File: src/rtl/fring_pkg.sv
package fring_pkg;

  // Token hand-off pulses carried from one slice to the next on the ring.
  typedef struct packed {
    logic wr_pass;
    logic rd_pass;
  } ring_pulse_t;

endpackage

File: src/rtl/fring_mem.sv
module fring_mem #(
  parameter int WORD_W = 9,
  parameter int DEPTH  = 8,
  localparam int AW    = $clog2(DEPTH)
) (
  input  logic              clk,
  input  logic              wr_en,
  input  logic [AW-1:0]     wr_addr,
  input  logic [WORD_W-1:0] wr_data,
  input  logic              rd_en,
  input  logic [AW-1:0]     rd_addr,
  output logic [WORD_W-1:0] rd_word
);

  logic [WORD_W-1:0] store_q [DEPTH];

  // Storage array: no reset, written only on an accepted write.
  always_ff @(posedge clk) begin
    if (wr_en) begin
      store_q[wr_addr] <= wr_data;
    end
  end

  // Registered read port, loaded only on an accepted read.
  always_ff @(posedge clk) begin
    if (rd_en) begin
      rd_word <= store_q[rd_addr];
    end
  end

endmodule

File: src/rtl/fring_slice.sv
module fring_slice
  import fring_pkg::*;
#(
  parameter int WORD_W = 9,
  parameter int DEPTH  = 8,
  localparam int AW    = $clog2(DEPTH),
  localparam int CW    = $clog2(DEPTH + 1)
) (
  input  logic              clk,
  input  logic              rst_n,
  input  logic              first_load_n,
  input  ring_pulse_t       ring_in,
  output ring_pulse_t       ring_out,
  input  logic              wr_req,
  input  logic [WORD_W-1:0] wr_word,
  input  logic              rd_req,
  output logic              own_wr,
  output logic              own_rd,
  output logic              is_full,
  output logic              has_data,
  output logic              out_vld,
  output logic [WORD_W-1:0] out_word
);

  localparam logic [AW-1:0] LAST_LOC = AW'(DEPTH - 1);
  localparam logic [CW-1:0] CAP_CNT  = CW'(DEPTH);

  logic          started_q;
  logic          wtok_q, wtok_d;
  logic          rtok_q, rtok_d;
  logic [AW-1:0] wptr_q, wptr_d;
  logic [AW-1:0] rptr_q, rptr_d;
  logic [CW-1:0] cnt_q,  cnt_d;
  logic          vld_q;
  logic          wr_do, rd_do;
  logic          w_last, r_last;
  logic [WORD_W-1:0] mem_word;

  // Before the first edge after reset the strap decides the token owner.
  assign own_wr   = started_q ? wtok_q : ~first_load_n;
  assign own_rd   = started_q ? rtok_q : ~first_load_n;
  assign is_full  = (cnt_q == CAP_CNT);
  assign has_data = (cnt_q != '0);

  assign wr_do  = wr_req & own_wr & ~is_full;
  assign rd_do  = rd_req & own_rd & has_data;
  assign w_last = (wptr_q == LAST_LOC);
  assign r_last = (rptr_q == LAST_LOC);

  always_comb begin
    ring_out.wr_pass = wr_do & w_last;
    ring_out.rd_pass = rd_do & r_last;

    wtok_d = (own_wr & ~ring_out.wr_pass) | ring_in.wr_pass;
    rtok_d = (own_rd & ~ring_out.rd_pass) | ring_in.rd_pass;

    wptr_d = wptr_q;
    if (wr_do) begin
      wptr_d = w_last ? '0 : wptr_q + AW'(1);
    end

    rptr_d = rptr_q;
    if (rd_do) begin
      rptr_d = r_last ? '0 : rptr_q + AW'(1);
    end

    cnt_d = cnt_q + CW'(wr_do) - CW'(rd_do);
  end

  always_ff @(posedge clk or negedge rst_n) begin
    if (!rst_n) begin
      started_q <= 1'b0;
      wtok_q    <= 1'b0;
      rtok_q    <= 1'b0;
      wptr_q    <= '0;
      rptr_q    <= '0;
      cnt_q     <= '0;
      vld_q     <= 1'b0;
    end else begin
      started_q <= 1'b1;
      wtok_q    <= wtok_d;
      rtok_q    <= rtok_d;
      if (wr_do) begin
        wptr_q <= wptr_d;
      end
      if (rd_do) begin
        rptr_q <= rptr_d;
      end
      if (wr_do != rd_do) begin
        cnt_q <= cnt_d;
      end
      vld_q <= rd_do;
    end
  end

  fring_mem #(
    .WORD_W (WORD_W),
    .DEPTH  (DEPTH)
  ) u_mem (
    .clk     (clk),
    .wr_en   (wr_do),
    .wr_addr (wptr_q),
    .wr_data (wr_word),
    .rd_en   (rd_do),
    .rd_addr (rptr_q),
    .rd_word (mem_word)
  );

  // A slice that did not serve the last read presents an all-zero word.
  assign out_vld  = vld_q;
  assign out_word = vld_q ? mem_word : '0;

endmodule

File: src/rtl/fring_rdmux.sv
module fring_rdmux #(
  parameter int NUM_SLICES = 4,
  parameter int WORD_W     = 9
) (
  input  logic [NUM_SLICES-1:0]             slice_vld,
  input  logic [NUM_SLICES-1:0][WORD_W-1:0] slice_word,
  output logic                              rd_valid,
  output logic [WORD_W-1:0]                 rd_data
);

  // The words arrive already gated to zero, so an OR tree selects the server.
  always_comb begin
    rd_valid = 1'b0;
    rd_data  = '0;
    for (int i = 0; i < NUM_SLICES; i++) begin
      rd_valid = rd_valid | slice_vld[i];
      rd_data  = rd_data  | slice_word[i];
    end
  end

endmodule

File: src/rtl/fifo_ring_cascade.sv
module fifo_ring_cascade
  import fring_pkg::*;
#(
  parameter int NUM_SLICES  = 4,
  parameter int SLICE_DEPTH = 8,
  parameter int WORD_W      = 9
) (
  input  logic                  clk,
  input  logic                  rst_n,
  input  logic [NUM_SLICES-1:0] first_load_n,
  input  logic                  wr_en,
  input  logic [WORD_W-1:0]     wr_data,
  input  logic                  rd_en,
  output logic [WORD_W-1:0]     rd_data,
  output logic                  rd_valid,
  output logic                  empty,
  output logic                  full
);

  ring_pulse_t                       ring_vec [NUM_SLICES];
  logic [NUM_SLICES-1:0]             own_wr_vec;
  logic [NUM_SLICES-1:0]             own_rd_vec;
  logic [NUM_SLICES-1:0]             full_vec;
  logic [NUM_SLICES-1:0]             data_vec;
  logic [NUM_SLICES-1:0]             slice_rv;
  logic [NUM_SLICES-1:0][WORD_W-1:0] slice_word;

  for (genvar i = 0; i < NUM_SLICES; i++) begin : g_slice
    localparam int PREV = (i == 0) ? NUM_SLICES - 1 : i - 1;

    fring_slice #(
      .WORD_W (WORD_W),
      .DEPTH  (SLICE_DEPTH)
    ) u_slice (
      .clk          (clk),
      .rst_n        (rst_n),
      .first_load_n (first_load_n[i]),
      .ring_in      (ring_vec[PREV]),
      .ring_out     (ring_vec[i]),
      .wr_req       (wr_en),
      .wr_word      (wr_data),
      .rd_req       (rd_en),
      .own_wr       (own_wr_vec[i]),
      .own_rd       (own_rd_vec[i]),
      .is_full      (full_vec[i]),
      .has_data     (data_vec[i]),
      .out_vld      (slice_rv[i]),
      .out_word     (slice_word[i])
    );
  end

  // Composite flags come from the token holders only.
  assign empty = ~|(own_rd_vec & data_vec);
  assign full  =  |(own_wr_vec & full_vec);

  fring_rdmux #(
    .NUM_SLICES (NUM_SLICES),
    .WORD_W     (WORD_W)
  ) u_rdmux (
    .slice_vld  (slice_rv),
    .slice_word (slice_word),
    .rd_valid   (rd_valid),
    .rd_data    (rd_data)
  );

endmodule

File: config.mk
export PLATFORM = sky130hd
export DESIGN_NAME = fifo_ring_cascade
export DESIGN_NICKNAME = d
export VERILOG_FILES = /design/src/rtl/fring_pkg.sv /design/src/rtl/fring_mem.sv /design/src/rtl/fring_slice.sv /design/src/rtl/fring_rdmux.sv /design/src/rtl/fifo_ring_cascade.sv
export SDC_FILE = /design/constraint.sdc
export NUM_CORES = 1
export LEC_CHECK = 0
export CAP_MARGIN = 20
export CORE_ASPECT_RATIO = 0.6
export CORE_MARGIN = 4
export CORE_UTILIZATION = 62
export DETAILED_ROUTE_END_ITERATION = 6
export PLACE_DENSITY = 0.79
export SLEW_MARGIN = 0
export SYNTH_ARGS = -nofsm -noshare
export SYNTH_HDL_FRONTEND = slang
export SYNTH_SLANG_ARGS = --single-unit
File: constraint.sdc
create_clock -name clk -period 3.9 [get_ports clk]
set_clock_uncertainty 0.2 [all_clocks]
set_input_delay 0.78 -clock clk [delete_from_list [all_inputs] [get_ports clk]]
set_output_delay 0.78 -clock clk [all_outputs]
set_load 0.01 [all_outputs]
==> run_results.csv <==
group,metric,value,unit
clock_network,cts_root_buf,"clkbuf_16",
global_routing,grt_use_total,0.237,
timing,worstMarginPinSlew,0.894,ns
routing,viasPerCell,6.24,
pwr,seqPwrFrac,0.457,
synthesis,synth_warnings,0,
synthesis,netlist_area,15500,µm²
floorplan,fp.dieH,130,µm
timing,timing.final.crit_period,3.64,ns
setup_path,critPathArrivalTime,2.66,ns
floorplan,chipWidth,212,µm
pwr,clock_power_share,0.270,
final_layout,drive_gt1_frac,0.260,
synthesis,ys.flop_type,"edfxtp_1",
pwr,power_switching,3.64,mW
pwr,p_int,8.79,mW
run,cap_violations,0,
pwr,irDropWorstVdd,0.432,mV
clock_network,cts_buffer_depth,3,
routing,wl_met3,2360,µm
pwr,p_comb_frac,0.274,
routing,top_layer,"met5",
routing,dr.pass1.iters,7,
pwr,power.total,12.4,mW
setup_path,slowest_delay,0.57,ns
timing,holdWs,0.182,ns
final_layout,final_cell_mix,"edfxtp_1 (324), mux4_2 (72), dfrtp_1 (53), buf_4 (53), mux2_2 (46)",
clock_network,cts-resized-gates,0,
setup_path,crit_chain,"clkdlybuf4s50_1 -> nor2b_1 -> or2_2 -> a21oi_1 -> nor3_1 -> clkdlybuf4s50_1",
placement,place_congestion,0.842,
routing,dr_total_vias,7829,
placement,dpl.hpwl,20700,µm
setup_path,path_class,"in -> out",
timing,tns,0,ns
clock_network,clk-insertion-delay-late,0.53,ns
pwr,p_sw_frac,0.293,
clock_network,cts_tree,"built",
global_routing,grt_first_pass_wirelength,48500,µm
global_routing,grt_pass1_vias,8186,
global_routing,antenna_found_initial,1,
routing,wl_met1,13300,µm
clock_network,cts.sinks,377,
floorplan,ios,29,
timing,max_clock_freq,275,MHz
status,status,"complete, but fails checks",
routing,wirelength,31300,µm
floorplan,dieArea,27600,µm²
floorplan,num_rows,44,
setup_path,worst_path_most_repeated_cell,"clkdlybuf4s50_1",
clock_network,path_clk_slew,0.07,ns
setup_path,worstSetupStartpointType,"primary input",
final_layout,final_common_cell,"edfxtp_1",
pwr,p_leak,6.23,nW
synthesis,synth_seq_area_share,0.715,
routing,ant_nets,0,
synthesis,syn_inst,818,
timing,setup_viol,0,
status,violations,"design-rule violations",
clock_network,postCtsSetupRepairBufs,0,
final_layout,diodes,0,
timing,drv_slew,0,
routing,drc,6,
synthesis,synth-edff-count,324,
floorplan,core,24300,µm²
synthesis,ys_types,55,
clock_network,holdBufCountCts,0,
timing,max_slew_margin,0.404,
synthesis,synth_seq_cells,377,
setup_path,end_kind,"output pin",
timing,hold_viol,0,
pwr,power_density,709,nW/µm²
floorplan,initial_core_util,0.635,
global_routing,grt_max_degree,37,
global_routing,grt_overflow_total,0,
setup_path,crit_fanout,4,
synthesis,syn_area_per_cell,18.9,µm²
setup_path,crit_family,"buffers and inverters",
final_layout,syn_to_final_growth,13.5,%
placement,port_buffers,28,
clock_network,cts-buffers-inserted,35,
setup_path,critPathRequiredTime,2.92,ns
setup_path,critPathBufInv,2,
clock_network,htree_levels,2,
synthesis,syn_nets,879,
final_layout,fillers,1455,
setup_path,cpMaxStageDelayCell,"clkdlybuf4s50_1",
synthesis,ys_async_sr_fraction,0.141,
routing,post_drt_wl_per_cell,25.0,µm
routing,dr_wl_met2,15000,µm
timing,rsz0062_at_grt,"no",
routing,drtIter0Drc,809,
final_layout,nets,968,
timing,finalCritPeriodShare,0.933,
min_path,min_path_type,"in -> async",
[cell families (layout without fill, tap and decap cells)]
family                   count (synthesis)  in the layout  share of synthesized area
XOR/XNOR                                12             12                    0.00947
multiplexers                           132            132                      0.148
other                                    1              1                   0.000243
AND/OR/NAND/NOR                        117            117                     0.0386
flip-flops                             377            377                      0.715
buffers and inverters                   72            186                     0.0181
adder cells (fa/ha/maj)                 44             44                     0.0376
AO/OA/AOI/OAI                           63             63                     0.0324
[worst paths after layout]
check                                                        start                                       end  slack, ns  depth (start not counted)
min in group clk           g_slice[3].u_slice.cnt_q[0]$_DFFE_PN0P_   g_slice[3].u_slice.cnt_q[0]$_DFFE_PN0P_       0.35                          1
setup / recovery                                   first_load_n[0]                                     empty       0.26                          6
max in group asynchronous                                    rst_n  g_slice[0].u_slice.rptr_q[0]$_DFFE_PN0P_       2.50                          2
setup reg to reg           g_slice[3].u_slice.cnt_q[2]$_DFFE_PN0P_   g_slice[3].u_slice.cnt_q[2]$_DFFE_PN0P_       0.78                         12
hold reg to reg            g_slice[3].u_slice.cnt_q[0]$_DFFE_PN0P_   g_slice[3].u_slice.cnt_q[0]$_DFFE_PN0P_       0.35                          1
hold / removal                                               rst_n   g_slice[2].u_slice.cnt_q[2]$_DFFE_PN0P_       0.18                          1
[power groups by stage]
stage | Sequential [mW] | Clock (mW) | Combinational [mW]
CTS | 5.68 | 3.41 | 3.44
global route | 5.75 | 3.60 | 3.72
detailed placement | 5.75 | 0 | 3.40
global placement | 5.69 | 0 | 3.20
finish | 5.68 | 3.35 | 3.40
floorplan | 5.39 | 0 | 2.59
[Yosys cell counts, types with 4 or more instances]
library cell    n  area share
a21o_1         10      0.0049
a21oi_1         8      0.0026
a22oi_1        18      0.0087
buf_1           8      0.0019
clkbuf_1       17      0.0041
dfrtp_1        53       0.086
edfxtp_1      324        0.63
fa_1            4      0.0052
ha_1           40       0.032
inv_1          41       0.010
mux2_2         46       0.034
mux2i_1        11      0.0071
mux4_2         72        0.10
nand2_1        42       0.010
nand2b_1        6      0.0024
nor2_1         19      0.0046
nor3_1         15      0.0049
nor3b_1        11      0.0053
o21ai_0        10      0.0032
o22ai_1         4      0.0016
or3b_2          5      0.0028
xnor2_1         5      0.0028
[flip-flops by register name, indices dropped and copies added (netlist names)]
name and count:
g_slice.u_slice.rptr_q 12, g_slice.u_slice.wptr_q 12, g_slice.u_slice.started_q 1, g_slice.u_slice.u_mem.rd_word 36
g_slice.u_slice.rtok_q 4, g_slice.u_slice.cnt_q 16, g_slice.u_slice.wtok_q 4, g_slice.u_slice.out_vld 4
g_slice.u_slice.u_mem.store_q 288
[cell type report]
| cell class | count | area, µm² | area share |
|---|---|---|---|
| clock buffers | 52 | 960 | 0.0547 |
| repair buffers | 81 | 673 | 0.0384 |
| clock inverters | 10 | 143 | 0.00813 |
| multi-input cells | 369 | 4140 | 0.236 |
| well taps | 322 | 403 | 0.0230 |
| inverters | 43 | 163 | 0.00928 |
| flip-flops and latches | 377 | 11100 | 0.631 |
[stage by stage]
stage / util / std cells / worst slack (ns) / cell area, µm²
floorplan: - / 818 / 0.832 / 15500
global placement: 0.675 / 1192 / 0.368 / 16400
detailed placement: 0.675 / 1192 / 0.278 / 16400
CTS: 0.721 / 1254 / 0.274 / 17500
global route: 0.721 / 1254 / 0.126 / 17500
finish: 0.721 / 1254 / 0.262 / 17500
[layer usage]
layer / vias up / GRT usage
met5: - / 0
met4: 2 / 0.0613
met3: 48 / 0.0545
met2: 298 / 0.378
met1: 4087 / 0.342
li1: 3394 / -
[worst reg2reg max path: cells and delay by family, from the launching register on]
family / cells / cell delay (ns)
XOR/XNOR: 1 / 0.19
flip-flops: 1 / 0.36
multiplexers: 1 / 0.10
AND/OR/NAND/NOR: 1 / 0.49
AO/OA/AOI/OAI: 1 / 0.20
adder cells (fa/ha/maj): 4 / 1.07
buffers and inverters: 4 / 0.39
Note: power is estimated with default switching activity, not from simulation.
